### config.mk
export PLATFORM = sky130hd
export DESIGN_NAME = vsync_qualifier
export DESIGN_NICKNAME = d
export VERILOG_FILES = /design/src/rtl/vq_pkg.sv /design/src/rtl/vq_sync.sv /design/src/rtl/vq_edge.sv /design/src/rtl/vq_line_cnt.sv /design/src/rtl/vsync_qualifier.sv
export SDC_FILE = /design/constraint.sdc
export NUM_CORES = 1
export LEC_CHECK = 0
export CAP_MARGIN = 30
export CORE_AREA = 2 2 39 41
export CTS_BUF_LIST = sky130_fd_sc_hd__clkbuf_16
export DETAILED_ROUTE_END_ITERATION = 6
export DIE_AREA = 0 0 41 43
export SYNTH_ARGS = -nofsm -noshare
export SYNTH_HDL_FRONTEND = slang
export SYNTH_SLANG_ARGS = --single-unit
### constraint.sdc
create_clock -name clk -period 1.4 [get_ports clk]
set_clock_uncertainty 0.05 [all_clocks]
set_input_delay 0.28 -clock clk [delete_from_list [all_inputs] [get_ports clk]]
set_output_delay 0.28 -clock clk [all_outputs]
set_load 0.02 [all_outputs]
### src/rtl/vq_pkg.sv
package vq_pkg;
  // bit positions of the two asynchronous inputs inside the shared synchroniser
  localparam int unsigned IDX_V = 0;
  localparam int unsigned IDX_H = 1;
  localparam int unsigned N_IN  = 2;

  typedef logic [N_IN-1:0] vq_in_t;
endpackage

### src/rtl/vq_sync.sv
module vq_sync #(
  parameter int unsigned W      = 2,
  parameter int unsigned STAGES = 2
) (
  input  logic         clk,
  input  logic         rst_n,
  input  logic [W-1:0] d_i,
  output logic [W-1:0] q_o
);
  logic [STAGES-1:0][W-1:0] stg;

  generate
    if (STAGES == 1) begin : g_one
      always_ff @(posedge clk or negedge rst_n) begin
        if (!rst_n) stg <= '0;
        else        stg <= d_i;
      end
    end else begin : g_chain
      always_ff @(posedge clk or negedge rst_n) begin
        if (!rst_n) stg <= '0;
        else        stg <= {stg[STAGES-2:0], d_i};
      end
    end
  endgenerate

  assign q_o = stg[STAGES-1];
endmodule

### src/rtl/vq_edge.sv
module vq_edge #(
  parameter int unsigned W = 2
) (
  input  logic         clk,
  input  logic         rst_n,
  input  logic [W-1:0] d_i,
  output logic [W-1:0] rise_o
);
  logic [W-1:0] prev;

  always_ff @(posedge clk or negedge rst_n) begin
    if (!rst_n) prev <= '0;
    else        prev <= d_i;
  end

  assign rise_o = d_i & ~prev;
endmodule

### src/rtl/vq_line_cnt.sv
module vq_line_cnt #(
  parameter int unsigned LINES_MIN = 8,
  localparam int unsigned SAT      = LINES_MIN + 1,
  localparam int unsigned CW       = $clog2(SAT + 1)
) (
  input  logic          clk,
  input  logic          rst_n,
  input  logic          v_high_i,
  input  logic          line_tick_i,
  output logic          qualified_o,
  output logic [CW-1:0] count_o
);
  logic [CW-1:0] cnt;
  logic          sat;

  assign sat = (cnt == CW'(SAT));

  always_ff @(posedge clk or negedge rst_n) begin
    if (!rst_n)                  cnt <= '0;
    else if (v_high_i)           cnt <= '0;
    else if (line_tick_i && !sat) cnt <= cnt + 1'b1;
  end

  assign qualified_o = sat;
  assign count_o     = cnt;

  // a high vertical level empties the counter on the next clock
  p_clear_high_r4: assert property (@(posedge clk) disable iff (!rst_n)
    v_high_i |=> (cnt == '0));

  // the counter never goes beyond its saturation value
  p_bound_r9: assert property (@(posedge clk) disable iff (!rst_n)
    cnt <= CW'(SAT));

  // without a line tick during a low period the counter holds
  p_hold_r3: assert property (@(posedge clk) disable iff (!rst_n)
    (!v_high_i && !line_tick_i) |=> $stable(cnt));
endmodule

### src/rtl/vsync_qualifier.sv
module vsync_qualifier #(
  parameter int unsigned LINES_MIN   = 8,
  parameter int unsigned SYNC_STAGES = 2,
  localparam int unsigned CW         = $clog2(LINES_MIN + 2)
) (
  input  logic clk,
  input  logic rst_n,
  input  logic vraw_i,
  input  logic hsync_i,
  output logic vq_pulse_o,
  output logic vq_level_o
);
  import vq_pkg::*;

  vq_in_t        raw_in;
  vq_in_t        syn;
  vq_in_t        rise;
  logic          qualified;
  logic [CW-1:0] line_count;
  logic          accept;

  assign raw_in[IDX_V] = vraw_i;
  assign raw_in[IDX_H] = hsync_i;

  vq_sync #(.W(N_IN), .STAGES(SYNC_STAGES)) u_sync (
    .clk(clk), .rst_n(rst_n), .d_i(raw_in), .q_o(syn)
  );

  vq_edge #(.W(N_IN)) u_edge (
    .clk(clk), .rst_n(rst_n), .d_i(syn), .rise_o(rise)
  );

  vq_line_cnt #(.LINES_MIN(LINES_MIN)) u_cnt (
    .clk(clk), .rst_n(rst_n),
    .v_high_i(syn[IDX_V]), .line_tick_i(rise[IDX_H]),
    .qualified_o(qualified), .count_o(line_count)
  );

  assign accept = rise[IDX_V] && qualified;

  always_ff @(posedge clk or negedge rst_n) begin
    if (!rst_n) begin
      vq_pulse_o <= 1'b0;
      vq_level_o <= 1'b0;
    end else begin
      vq_pulse_o <= accept;
      if (accept)              vq_level_o <= 1'b1;
      else if (!syn[IDX_V])    vq_level_o <= 1'b0;
    end
  end

  // a pulse is never longer than one clock
  p_pulse_one_r7: assert property (@(posedge clk) disable iff (!rst_n)
    vq_pulse_o |=> !vq_pulse_o);

  // an edge seen before the count qualifies is not followed by a pulse
  p_reject_r6: assert property (@(posedge clk) disable iff (!rst_n)
    (rise[IDX_V] && !qualified) |=> !vq_pulse_o);

  // each pulse comes from an edge that met the line threshold
  p_pulse_src_r5: assert property (@(posedge clk) disable iff (!rst_n)
    vq_pulse_o |-> $past(rise[IDX_V] && (line_count > CW'(LINES_MIN))));

  // the level flag is up whenever a pulse is out
  p_level_r8: assert property (@(posedge clk) disable iff (!rst_n)
    vq_pulse_o |-> vq_level_o);
endmodule

==> metrics <==
worst path setup slack after routing 28.80 ps; static leakage 0.3082 nW; met2 Usage GRT 0.1688; fraction of final layout cells with drive strength greater than 1 0.2558; final hold violation count 0; count of yosys warnings during synthesis 0; largest driver fanout on the critical path 5; clock input transition at the sequential cells of the worst setup and hold paths 40 ps; drc violations 0; DRT antenna net count 0; most heavily used metal layer in global routing met2; Highest Clock Rate 729.3 MHz; Starting DRT DRC Count 1; number of register bits inferred by synthesis 12; number of top-level pins 6; Post-layout nets 51; clock insertion delay at the later pin of the skew report 230 ps; commonest non-fill, non-tap cell in the layout sky130_fd_sc_hd__dfrtp_1; number of fill cells in the layout 128; initial antenna violation count 0; average footprint of a synthesized cell 13.37 µm²; post-layout minimum cycle time 1371 ps; y dimension of the die 43 µm; clock tree root driver cell sky130_fd_sc_hd__clkbuf_16; Seq/Total Area, Yosys 0.6417; met1 usage in global routing 0.1463; # rows 14; area growth from synthesis to layout 36.63%; P per Cell Area 1416 mW/mm²; total core area 0.001384 mm²; number of vias in the routed layout 308; required time at the endpoint of the critical path 1470 ps; total placed cells including tap cells 55; Max IR drop VDD 787.6 µV; Starting Density 0.3382; CTS tree built; CTS H-tree lvls 1; kind of end point of the critical path register; count of different cell masters after synthesis 20; met3 Usage GRT 0.06283; Antenna diodes 0; cts-stage hold buffer count 0; total clock buffers created by CTS 3; maximum root-to-sink buffer count 2; post-synthesis instance area 467.9 µm²; Arrival @ worst endpoint 1440 ps; wire per inst 13.64 µm; status completed; floorplan die area 0.001763 mm²; number of pins exceeding their max-slew limit in the final report 0; number of setup violations in the final report 0; Design Power 0.0009052 W; sink count of the clock tree 12; Overflow after GRT 0; Worst Path Class, Setup reg -> reg; count of buffers inserted at the top-level ports 5; actual slew at the worst max-slew pin 512.1 ps; post-placement worst setup slack -6.698 ps; DIE WIDTH 41 µm; commonest non-fill, non-tap cells in the layout sky130_fd_sc_hd__dfrtp_1, sky130_fd_sc_hd__clkbuf_16, sky130_fd_sc_hd__clkdlybuf4s50_1; max-cap check violation count 0; worst slack on hold paths 299.0 ps; global-route wire length before repair 1352 µm; share of the clock period used by the worst path after layout 0.9794; Placer Congestion 0.7460; vias in the first global route 315; final instance count without filler cells 59; total global routing track utilization 0.1267; number of vias per cell after detailed routing 5.220; Slew Limit Headroom 0.6575; synthesized netlist net count 41; Initial DRT Pass Iterations 4; synthesized instance count 35; pin count of the biggest net entering global routing 13; total wire length 805 µm; worst min-delay path class reg -> reg; kind of launch point of the worst setup path register
[repair_timing]
action / CTS / global route
endpoints found under the setup margin: 3 / 2
setup buffers: 0 / 1
resized for setup: 3 / 5
hold endpoints to repair: 0 / 0
pin swaps: 0 / 2
[critical path, stage by stage (launching register included)]
cell and delay (ps):
sky130_fd_sc_hd__dfrtp_2 450, sky130_fd_sc_hd__ha_2 180, sky130_fd_sc_hd__and3b_2 250, sky130_fd_sc_hd__and3b_1 190, sky130_fd_sc_hd__a21o_1 150
[layout make-up]
type                    instances  area, µm²  area share
flip-flops and latches         12      301.5      0.4716
repair buffers                  6      55.05     0.08611
clock buffers                   3      75.07      0.1174
multi-input cells              21      183.9      0.2877
well taps                      16      20.02     0.03131
inverters                       1      3.754    0.005871
[state kept, by name, indices dropped and copies added (netlist names)]
register       flops
u_sync.stg         2
vq_level_o         1
u_cnt.count_o      4
u_edge.prev        2
u_sync.q_o         2
vq_pulse_o         1
[per-layer routing]
metal	up-vias	wire (µm)
met5	-	0
met2	6	429
li1	144	-
met1	156	330
met4	0	12
met3	2	32
[synthesized netlist by cell type, drive strengths merged]
cell,instances,area (µm²)
or3,1,6.260
dfrtp,12,300.3
inv,1,3.750
nor4,1,6.260
o21bai,1,7.510
and3b,3,27.53
clkbuf,1,5.000
o21ai,2,10.01
nor3b,1,7.510
a21oi,1,5.000
ha,2,25.02
o41ai,1,8.760
nor2b,1,6.260
a21o,1,7.510
nand2b,2,20.02
nor2,2,7.510
nand3,1,5.000
a31o,1,8.760
[report_power, final]
part           switching, W  internal, W  total [W]  leakage (nW)
Sequential        0.0000140     0.000361   0.000375         0.151
Combinational     0.0000162    0.0000196  0.0000358         0.120
Clock              0.000125     0.000370   0.000495        0.0370
[logic make-up after synthesis]
group / after synthesis / share of synthesized area
buf+inv: 2 / 0.01870
flops: 12 / 0.6417
compound gates: 7 / 0.1016
simple gates: 12 / 0.1845
fa+ha+maj: 2 / 0.05347
[path summary, 6_finish.rpt]
path	slack, ps	depth (start not counted)	end	startpoint
worst max register to register	30	4	vq_level_o	u_cnt.count_o[0]
min in group asynchronous	340	1	u_cnt.count_o[2]	rst_n
worst max-delay path	30	4	vq_level_o	u_cnt.count_o[0]
max in group asynchronous	590	1	u_cnt.count_o[0]	rst_n
worst min register to register	300	0	u_sync.q_o[1]	u_sync.stg[1]
worst min-delay path	300	0	u_sync.q_o[1]	u_sync.stg[1]
[stage by stage]
step	utilization	instance area, µm²	setup TNS, ps
after global routing	0.4620	639.4	-1.029
after CTS	0.4430	613.1	0
final	0.4620	639.4	0
after detailed placement	0.3852	533.0	-6.698
after floorplan	-	467.9	0
after global placement	0.3852	533.0	0
Power figures use the tool's default switching activity.
